==> src/rtl/spim_pkg.sv <==
package spim_pkg;
   typedef enum logic [1:0] {
      MD_DUPLEX  = 2'd0,
      MD_SEND    = 2'd1,
      MD_FETCH   = 2'd2,
      MD_CMDREAD = 2'd3
   } xfer_mode_e;

   typedef enum logic [1:0] {
      ST_IDLE = 2'd0,
      ST_LOW  = 2'd1,
      ST_HIGH = 2'd2
   } eng_state_e;
endpackage

==> src/rtl/spim_fifo.sv <==
module spim_fifo #(
   parameter int W = 8,
   parameter int D = 8
) (
   input  logic         clk,
   input  logic         rst_n,
   input  logic         push,
   input  logic [W-1:0] wdata,
   input  logic         pop,
   output logic [W-1:0] rdata,
   output logic         full,
   output logic         empty
);
   localparam int AW = (D > 1) ? $clog2(D) : 1;
   localparam int CW = $clog2(D + 1);

   initial begin
      assert (D >= 2) else $error("queue depth must be at least 2");
   end

   logic [W-1:0]  mem [D];
   logic [AW-1:0] wp, rp;
   logic [CW-1:0] fill;
   logic          do_push, do_pop;

   assign full    = (fill == CW'(D));
   assign empty   = (fill == '0);
   assign do_push = push && !full;
   assign do_pop  = pop && !empty;
   assign rdata   = mem[rp];

   always_ff @(posedge clk) begin
      if (do_push) mem[wp] <= wdata;
   end

   always_ff @(posedge clk or negedge rst_n) begin
      if (!rst_n) begin
         wp   <= '0;
         rp   <= '0;
         fill <= '0;
      end else begin
         if (do_push) wp <= (wp == AW'(D - 1)) ? '0 : wp + 1'b1;
         if (do_pop)  rp <= (rp == AW'(D - 1)) ? '0 : rp + 1'b1;
         case ({do_push, do_pop})
            2'b10:   fill <= fill + 1'b1;
            2'b01:   fill <= fill - 1'b1;
            default: fill <= fill;
         endcase
      end
   end
endmodule

==> src/rtl/spim_engine.sv <==
module spim_engine
   import spim_pkg::*;
#(
   parameter int   FW       = 8,
   parameter int   NW       = 8,
   parameter int   DW       = 8,
   parameter logic HOLD_LVL = 1'b0
) (
   input  logic          clk,
   input  logic          rst_n,
   input  logic          en,
   input  logic          start,
   input  xfer_mode_e    mode,
   input  logic [NW-1:0] nfr,
   input  logic [DW-1:0] half,
   input  logic          tx_empty,
   input  logic [FW-1:0] tx_rdata,
   output logic          tx_pop,
   input  logic          rx_full,
   output logic          rx_push,
   output logic [FW-1:0] rx_wdata,
   input  logic          miso,
   output logic          sclk,
   output logic          mosi,
   output logic          ss_n
);
   localparam int BW = (FW > 1) ? $clog2(FW) : 1;

   eng_state_e    state;
   logic [DW-1:0] cnt, half_m1;
   logic [BW-1:0] bitn;
   logic [NW-1:0] rcnt;
   logic [FW-1:0] tsh, rsh;
   logic          txph;
   logic          rxing, at_edge, last_bit, frame_end, stall;
   logic          launch, cont, go_rd;

   assign half_m1   = (half == '0) ? '0 : half - 1'b1;
   assign at_edge   = (cnt == half_m1);
   assign last_bit  = (bitn == BW'(FW - 1));
   assign rxing     = (mode == MD_DUPLEX) || (mode == MD_FETCH) ||
                      ((mode == MD_CMDREAD) && !txph);
   assign frame_end = (state == ST_HIGH) && at_edge && last_bit;
   assign stall     = frame_end && rxing && rx_full;
   assign rx_wdata  = rsh;

   always_comb begin
      launch  = 1'b0;
      cont    = 1'b0;
      go_rd   = 1'b0;
      tx_pop  = 1'b0;
      rx_push = 1'b0;
      if (state == ST_IDLE) begin
         launch = en && start && ((mode == MD_FETCH) || !tx_empty);
         tx_pop = launch && (mode != MD_FETCH);
      end else if (frame_end && !stall && en) begin
         rx_push = rxing;
         case (mode)
            MD_DUPLEX, MD_SEND: begin
               cont   = !tx_empty;
               tx_pop = !tx_empty;
            end
            MD_FETCH: cont = (rcnt != nfr);
            default: begin
               if (txph) begin
                  cont   = 1'b1;
                  tx_pop = !tx_empty;
                  go_rd  = tx_empty;
               end else begin
                  cont = (rcnt != nfr);
               end
            end
         endcase
      end
   end

   always_ff @(posedge clk or negedge rst_n) begin
      if (!rst_n) begin
         state <= ST_IDLE;
         cnt   <= '0;
         bitn  <= '0;
         rcnt  <= '0;
         tsh   <= '0;
         rsh   <= '0;
         txph  <= 1'b0;
      end else if (state != ST_IDLE && !en) begin
         state <= ST_IDLE;
      end else begin
         case (state)
            ST_IDLE: if (launch) begin
               state <= ST_LOW;
               cnt   <= '0;
               bitn  <= '0;
               rcnt  <= '0;
               txph  <= (mode != MD_FETCH);
               tsh   <= tx_pop ? tx_rdata : '0;
            end
            ST_LOW: if (at_edge) begin
               state <= ST_HIGH;
               cnt   <= '0;
               rsh   <= {rsh[FW-2:0], miso};
            end else begin
               cnt <= cnt + 1'b1;
            end
            default: if (!at_edge) begin
               cnt <= cnt + 1'b1;
            end else if (!last_bit) begin
               state <= ST_LOW;
               cnt   <= '0;
               bitn  <= bitn + 1'b1;
               tsh   <= {tsh[FW-2:0], 1'b0};
            end else if (!stall) begin
               if (rx_push) rcnt <= rcnt + 1'b1;
               if (tx_pop)  tsh  <= tx_rdata;
               if (go_rd)   txph <= 1'b0;
               cnt   <= '0;
               bitn  <= '0;
               state <= cont ? ST_LOW : ST_IDLE;
            end
         endcase
      end
   end

   assign sclk = (state == ST_HIGH);
   assign ss_n = (state == ST_IDLE);
   assign mosi = (state != ST_IDLE && txph) ? tsh[FW-1] : HOLD_LVL;
endmodule

==> src/rtl/spi_eeprom_master.sv <==
module spi_eeprom_master
   import spim_pkg::*;
#(
   parameter int   FRAME_W  = 8,
   parameter int   DEPTH    = 8,
   parameter int   CNT_W    = 8,
   parameter int   DIV_W    = 8,
   parameter logic HOLD_LVL = 1'b0
) (
   input  logic               clk,
   input  logic               rst_n,
   input  logic               enable,
   input  logic               cfg_we,
   input  logic [1:0]         cfg_mode,
   input  logic [CNT_W-1:0]   cfg_count,
   input  logic [DIV_W-1:0]   cfg_half,
   input  logic               start,
   input  logic               tx_push,
   input  logic [FRAME_W-1:0] tx_data,
   output logic               tx_full,
   output logic               tx_empty,
   input  logic               rx_pop,
   output logic [FRAME_W-1:0] rx_data,
   output logic               rx_full,
   output logic               rx_empty,
   output logic               busy,
   output logic               sclk,
   output logic               mosi,
   input  logic               miso,
   output logic               ss_n
);
   initial begin
      assert (FRAME_W >= 2) else $error("frame width too small");
      assert (CNT_W >= 1 && DIV_W >= 1) else $error("field widths must be positive");
   end

   xfer_mode_e         mode_q;
   logic [CNT_W-1:0]   count_q;
   logic [DIV_W-1:0]   half_q;
   logic               eng_tx_pop, eng_rx_push;
   logic [FRAME_W-1:0] tx_head, rx_word;

   always_ff @(posedge clk or negedge rst_n) begin
      if (!rst_n) begin
         mode_q  <= MD_DUPLEX;
         count_q <= '0;
         half_q  <= DIV_W'(1);
      end else if (cfg_we && !enable) begin
         mode_q  <= xfer_mode_e'(cfg_mode);
         count_q <= cfg_count;
         half_q  <= cfg_half;
      end
   end

   spim_fifo #(.W(FRAME_W), .D(DEPTH)) u_txq (
      .clk, .rst_n,
      .push(tx_push), .wdata(tx_data),
      .pop(eng_tx_pop), .rdata(tx_head),
      .full(tx_full), .empty(tx_empty)
   );

   spim_fifo #(.W(FRAME_W), .D(DEPTH)) u_rxq (
      .clk, .rst_n,
      .push(eng_rx_push), .wdata(rx_word),
      .pop(rx_pop), .rdata(rx_data),
      .full(rx_full), .empty(rx_empty)
   );

   spim_engine #(.FW(FRAME_W), .NW(CNT_W), .DW(DIV_W), .HOLD_LVL(HOLD_LVL)) u_eng (
      .clk, .rst_n,
      .en(enable), .start,
      .mode(mode_q), .nfr(count_q), .half(half_q),
      .tx_empty, .tx_rdata(tx_head), .tx_pop(eng_tx_pop),
      .rx_full, .rx_push(eng_rx_push), .rx_wdata(rx_word),
      .miso, .sclk, .mosi, .ss_n
   );

   assign busy = ~ss_n;
endmodule

==> config.mk <==
export PLATFORM = sky130hd
export DESIGN_NAME = spi_eeprom_master
export DESIGN_NICKNAME = d
export VERILOG_FILES = /design/src/rtl/spim_pkg.sv /design/src/rtl/spim_fifo.sv /design/src/rtl/spim_engine.sv /design/src/rtl/spi_eeprom_master.sv
export SDC_FILE = /design/constraint.sdc
export NUM_CORES = 1
export LEC_CHECK = 0
export BUFFER_PORTS_ARGS = -buffer_cell sky130_fd_sc_hd__buf_2
export CAP_MARGIN = 20
export CORE_UTILIZATION = 55
export DETAILED_ROUTE_END_ITERATION = 8
export PLACE_DENSITY_LB_ADDON = 0.05
export REMOVE_ABC_BUFFERS = 1
export SYNTH_ARGS = -nofsm -noshare
export SYNTH_HDL_FRONTEND = slang
export SYNTH_SLANG_ARGS = --single-unit
==> constraint.sdc <==
create_clock -name clk -period 6.5 [get_ports clk]
set_input_delay 1.3 -clock clk [delete_from_list [all_inputs] [get_ports clk]]
set_output_delay 1.3 -clock clk [all_outputs]
set_load 0.005 [all_outputs]
# [After elaboration in Yosys (flattened, before gate mapping)]
# Memory sizes are Yosys's and may differ from the RTL's.
# Cells that the tools add are included.
[totals] reg_bits=76 ram_bits=128 input_bits=34 out_inout_bits=16 memories=2
[op_classes] addsub=12 n_eq_ne=27 n_mux=64 n_bitwise=3 reduce_logical=49
[mem_list] name="u_rxq.mem" words=8 word_bits=8 rd=1 rd_ports_with_merged_regs=0 wr=1 line="spim_fifo.sv:21" rtl="logic [W-1:0] mem [D];"
[mem_list] name="u_txq.mem" words=8 word_bits=8 rd=1 rd_ports_with_merged_regs=0 wr=1 line="spim_fifo.sv:21"
[ops] cell="8-bit 2-to-1 mux" count=16
[ops] cell="8-bit case mux with 2 select lines" count=3
[ops] cell="1-bit 2-to-1 mux" count=24
[ops] cell="3-bit 2-to-1 mux" count=8
[ops] cell="1-bit logical AND" count=17
[ops] cell="8-bit by 1-bit adder with 8-bit output (second input constant)" count=2
[ops] cell="4-bit case mux with 2 select lines" count=2
[ops] cell="3-bit by 1-bit adder with 3-bit output (second input constant)" count=5
[ops] cell="3-bit == test (second input constant)" count=5
[ops] cell="7-bit AND reduction" count=2
[ops] cell="2-bit nonzero test" count=7
[ops] cell="2-bit 2-to-1 mux" count=6
[ops] cell="2-bit == test (second input constant)" count=5
[ops] cell="5-bit inequality test (second input constant)" count=2
[ops] cell="4-bit by 1-bit adder with 4-bit output (second input constant)" count=2
[ops] cell="2-bit by 1-bit == test with 1-bit output (second input constant)" count=4
[ops] cell="4-bit == test (second input constant)" count=2
[ops] cell="8-bit == test" count=1
[ops] cell="4-bit logical NOT" count=2
[ops] cell="8-bit logical NOT" count=1
[ops] cell="8-bit inequality test" count=1
[ops] cell="4-bit by 1-bit subtractor with 4-bit output (second input constant)" count=2
[ops] cell="8-bit by 1-bit subtractor with 8-bit output (second input constant)" count=1
[ops] cell="1-bit logical NOT" count=7
[ops] cell="other kinds (18)" count=28

# [Longest topological paths before layout]
[depth] depth_word=18 mapped_depth=17 mapped_depth_nobuf=15

# [Hierarchy]
# Synthesis repeated with hierarchy kept, for this count alone.
[hier_totals] cells_unflattened=627 area_unflattened_um2=9628.0
[modules_own_cells] mod="spim_fifo at u_txq" n_inst=1 cells_per_inst=160 area_per_inst_um2=3210.6 seq_area_each_um2=2172.1
[modules_own_cells] mod="spim_fifo at u_rxq" n_inst=1 cells_per_inst=161 area_per_inst_um2=3179.3 seq_area_each_um2=2172.1
[modules_own_cells] mod="spim_engine" n_inst=1 cells_per_inst=266 area_per_inst_um2=2497.4 seq_area_each_um2=950.9
[modules_own_cells] mod="spi_eeprom_master" n_inst=1 cells_per_inst=40 area_per_inst_um2=740.7 seq_area_each_um2=451.7

# [Worst setup path after synthesis]
# OpenSTA, ideal clock, no wires.
[synth_timing] kind="flip-flop to flip-flop" startpoint="reg half_q[0]" endpoint="mem u_rxq.mem[1][0], enable pin" setup_ps=398 arrival_time_ps=3525 slack_ps=2577 path_stages_with_launch=12 path_buffers=2 path_cell_list="dfstp_2 > inv_1 > ha_1 > nor4b_1 > and2_1 > o32ai_1 > nand4b_4 > nor4_2 > inv_1 > buf_2 > buf_2 > nor4b_1"
[synth_via] elab_chain_cells=15
[synth_lines] element="start, declared" line="spi_eeprom_master.sv:39" rtl="logic [DIV_W-1:0] half_q;"
[synth_lines] element="start signal, assigned" line="spi_eeprom_master.sv:51" rtl="half_q <= cfg_half;"
[synth_lines] element="8-bit by 1-bit subtractor with 8-bit output or 8-bit logical NOT (tied branches)" line="spim_engine.sv:38" rtl="assign half_m1 = (half == '0) ? '0 : half - 1'b1;"
[synth_lines] element="8-bit 2-to-1 mux *" line="spim_engine.sv:38"
[synth_lines] element="8-bit == test *" line="spim_engine.sv:39" rtl="assign at_edge = (cnt == half_m1);"
[synth_lines] element="1-bit logical AND * (2 in a row)" line="spim_engine.sv:43" rtl="assign frame_end = (state == ST_HIGH) && at_edge && last_bit;"
[synth_lines] element="1-bit logical AND (2 in a row)" line="spim_engine.sv:44" rtl="assign stall = frame_end && rxing && rx_full;"
[synth_lines] element="1-bit logical NOT" line="spim_engine.sv:56" rtl="end else if (frame_end && !stall && en) begin"
[synth_lines] element="1-bit logical AND * (2 in a row)" line="spim_engine.sv:56"
[synth_lines] element="1-bit 2-to-1 mux *" line="spim_engine.sv:56"
[synth_lines] element="1-bit 2-to-1 mux *" line="spim_engine.sv:53" rtl="if (state == ST_IDLE) begin"
[synth_lines] element="1-bit logical AND *" line="spim_fifo.sv:28" rtl="assign do_push = push && !full;"
[synth_lines] element="1-bit 2-to-1 mux *" line="spim_fifo.sv:33" rtl="if (do_push) mem[wp] <= wdata;"
[synth_lines] element="1-bit 2-to-1 mux (not written as such) *" line="spim_fifo.sv:33"
[synth_lines] element="end, declared" line="spim_fifo.sv:21"
# Mark *: on every way between the ends. The rest lies on a longest branch, timed or not.

# [Worst setup path in the final report]
[layout_timing] startpoint="reg half_q[0]" endpoint="reg u_rxq.fill[3]"
[layout_via] elab_chain_cells=15
[layout_lines] element="8-bit by 1-bit subtractor with 8-bit output or 8-bit logical NOT (tied branches)" line="spim_engine.sv:38"
[layout_lines] element="8-bit 2-to-1 mux *" line="spim_engine.sv:38"
[layout_lines] element="8-bit == test *" line="spim_engine.sv:39"
[layout_lines] element="1-bit logical AND * (2 in a row)" line="spim_engine.sv:43"
[layout_lines] element="1-bit logical AND (2 in a row)" line="spim_engine.sv:44"
[layout_lines] element="1-bit logical NOT" line="spim_engine.sv:56"
[layout_lines] element="1-bit logical AND * (2 in a row)" line="spim_engine.sv:56"
[layout_lines] element="1-bit 2-to-1 mux *" line="spim_engine.sv:56"
[layout_lines] element="1-bit 2-to-1 mux *" line="spim_engine.sv:53"
[layout_lines] element="1-bit logical AND *" line="spim_fifo.sv:28"
[layout_lines] element="2-bit by 1-bit == test with 1-bit output or 2-bit == test (tied branches)" line="spim_fifo.sv:44" rtl="case ({do_push, do_pop})"
[layout_lines] element="4-bit case mux with 2 select lines or 2-bit nonzero test (tied branches)"
[layout_lines] element="end signal, assigned" line="spim_fifo.sv:45" rtl="2'b10: fill <= fill + 1'b1;"
[layout_lines] element="end signal, assigned" line="spim_fifo.sv:46" rtl="2'b01: fill <= fill - 1'b1;"
[layout_lines] element="end signal, assigned" line="spim_fifo.sv:47" rtl="default: fill <= fill;"
[layout_lines] element="end, declared" line="spim_fifo.sv:23" rtl="logic [CW-1:0] fill;"
# Marked as above.
# A chain may end at the register's enable or synchronous reset.

==> impl_metrics.toml <==
[placement]
port_buffers = 49
dp_hpwl_um = 11200
gp_congestion = 0.853
placed_area_um2 = 9740

[power_and_ir_drop]
p_comb_frac = 0.250
power_density_nw_per_um2 = 388
peakVddDrop_v = 0.000260
internal_power_w = 0.00288
power.switching_w = 0.00120
pwr-share-seq = 0.442
clkPwrFrac = 0.308
p_leak_nw = 4.05
p_sw_frac = 0.294

[layout]
stdcell_area_um2 = 10500
drive_above_1_share = 0.270
diodes = 0
fin_nets = 738
final_cell_mix = "edfxtp_1 (128), dfrtp_1 (75), mux2_2 (48), buf_2 (48)"
area_delta_synth_final_pct = 14.5
final_common_cell = "edfxtp_1"

[floorplanning]
start_util = 0.570
num_rows = 46
ioPinCount = 50
die_area_um2 = 17200
dieWidth_um = 131
core_area_um2 = 16100
die_height_um = 131

[critical_path]
critPathKind = "reg2reg"
crit_fanout = 25
cp.arrival_ns = 4.54
crit_path_start_kind = "register"
critPathRequiredTime_ns = 6.88
crit_path_end_kind = "register"

[yosys]
synth_edf_count = 128
syn_inst = 619
ys_seq_area_frac = 0.628
syn_area_per_cell_um2 = 14.8
ys_warn_count = 0
synth_area_leader_cell = "edfxtp_1"
synth_top_area_frac = 0.420
netlist_area_um2 = 9160
async_reset_ff_frac = 0.373
ys_ff_latch = 204
synth_cell_types = 57
synthFlopType = "edfxtp_1"
synth_area_leaders = "edfxtp_1 (42%), dfrtp_1 (20%), mux4_2 (7.9%), mux2_2 (5.9%), ha_1 (2.6%)"

[sta]
finalHoldViolCount = 0
tns_ns = 0
clock_skew_ns = 0.0116
fmax_mhz = 240
rsz0062_at_grt = "false"
period_needed_ns = 4.16
finalCritPeriodShare = 0.640
setup_viol = 0
slew_headroom = 0.336
tightest_slew_ns = 0.994
slew_viol_final = 0

[global_routing]
grt_pass1_vias = 5457
grt_pass1_wl_um = 27300
antenna_found_initial = 0
grt_start_max_net_pins = 77
grt-ovfl-total = 0
track_usage = 0.208

[clock_network]
ctsHtreeMaxLevel = 1
cts_buffers = 22
cts_resized = 0
clock_latency_ns = 0.49
hold_buffers = 0
cts_tree = "done"
postCtsSetupBuffers = 0
cts_sinks = 204
clk_pin_slew_worst_paths_ns = 0.06
clockRootBuffer = "clkbuf_16"
clk_path_buf_depth = 3

[routing]
drc = 0
vias_per_cell = 5.84
detail_route.wl_per_cell_um = 18.4
ant_nets = 0
drt_iter0_markers = 274
drtPass1Iterations = 5
finalWirelength_um = 16900
num_vias = 5352

[min_path]
holdCritPathClass = "reg2reg"

[run]
cap_violations = 0

[status]
status = "finished, final reports clean"
-- synth_stat cells, types with 2 or more instances --
cell,count
a211oi_1,4
a21o_1,4
a21oi_1,16
a22oi_1,3
and2_1,2
and3_1,5
and4_1,3
buf_1,5
buf_2,3
clkbuf_1,12
dfrtp_1,75
edfxtp_1,128
ha_1,19
inv_1,29
mux2_2,48
mux2i_1,11
mux4_2,32
nand2_1,32
nand2b_1,10
nand3_1,19
nand3b_1,2
nand4_1,7
nor2_1,16
nor2b_1,4
nor3_1,13
nor3b_1,3
nor4_1,8
nor4_2,2
nor4b_1,3
o211ai_1,5
o21ai_0,30
o311ai_0,2
o31a_1,2
o31ai_1,3
or2_2,3
or3_1,10
or4_1,4
or4_4,2
xnor2_1,13
xor2_1,10
-- per-stage QoR --
| step | total power [W] | util | cells | hold slack, ns | worst slack, ns |
|---|---|---|---|---|---|
| final | 0.00407 | 0.653 | 916 | 0.498 | 2.34 |
| after global routing | 0.00429 | 0.653 | 916 | 0.519 | 2.09 |
| after CTS | 0.00411 | 0.653 | 916 | 0.497 | 2.35 |
| after detailed placement | 0.00285 | 0.607 | 876 | 0.488 | 2.33 |
| after global placement | 0.00277 | 0.603 | 874 | 0.469 | 2.48 |
| after floorplan | 0.00250 | - | 599 | 0.456 | 2.71 |
-- cells by family (layout without fill, tap and decap cells) --
kind of cell,after synthesis,after routing,share of synthesized area
and+or+nand+nor,152,152,0.0954
AOI/OAI and AO/OA,80,80,0.0567
xor gates and xnor gates,23,23,0.0220
DFF,204,204,0.628
muxes,91,91,0.150
buffers and inverters,49,130,0.0205
adders and majority gates,20,20,0.0281
-- final cells by class --
| cell class | count | area (µm²) |
|---|---|---|
| clock buffers | 28 | 604 |
| clock inverters | 12 | 135 |
| fillers | 1170 | 5580 |
| inverters | 29 | 109 |
| multi-input cells | 366 | 3240 |
| flip-flops and latches | 204 | 5750 |
| well taps | 216 | 270 |
| repair buffers | 61 | 378 |
-- path summary, 6_finish.rpt --
kind / startpoint / end / slack (ns) / cells after the start
worst max-delay path: half_q[0] / u_rxq.fill[3] / 2.34 / 15
worst min-delay path: u_eng.bitn[0] / u_eng.bitn[0] / 0.50 / 1
worst max register to register: half_q[0] / u_rxq.fill[3] / 2.34 / 15
worst min register to register: u_eng.bitn[0] / u_eng.bitn[0] / 0.50 / 1
max in group asynchronous: rst_n / u_eng.rx_wdata[1] / 4.91 / 1
min in group asynchronous: rst_n / u_rxq.fill[0] / 0.96 / 1
-- metal layers --
| layer | up-vias | global-route usage | routed length (µm) |
|---|---|---|---|
| li1 | 2519 | - | - |
| met1 | 2709 | 0.264 | 7330 |
| met2 | 102 | 0.374 | 8720 |
| met3 | 22 | 0.0318 | 578 |
| met4 | 0 | 0.0527 | 270 |
| met5 | - | 0 | 0 |
-- registers in the layout (all words and copies together), names as in the netlist, 8 cells and up --
name / count
u_eng.cnt: 8
u_rxq.mem: 64
u_eng.rx_wdata: 8
u_txq.mem: 64
u_eng.tsh: 8
count_q: 8
u_eng.rcnt: 8
half_q: 8
-- worst max-delay path, cell delays in order, from the launching register on --
cell and delay [ns]:
dfstp_2 0.58, inv_1 0.07, ha_1 0.23, nor4b_1 0.19, and2_1 0.22, o32ai_1 0.44
nand4b_4 0.22, nor4_2 0.38, inv_1 0.36, ha_1 0.35, ha_1 0.28, a21o_1 0.17
a21oi_1 0.18, xnor2_1 0.16, nor2_1 0.07, xor2_1 0.14
-- power by group through the flow --
stage	clock, W	sequential, W	combinational, W
final	0.00125	0.00180	0.00102
after global routing	0.00132	0.00183	0.00113
after CTS	0.00128	0.00180	0.00103
after detailed placement	0	0.00182	0.00103
after global placement	0	0.00186	0.000904
after floorplan	0	0.00178	0.000722
(Power assumes the default switching activity.)
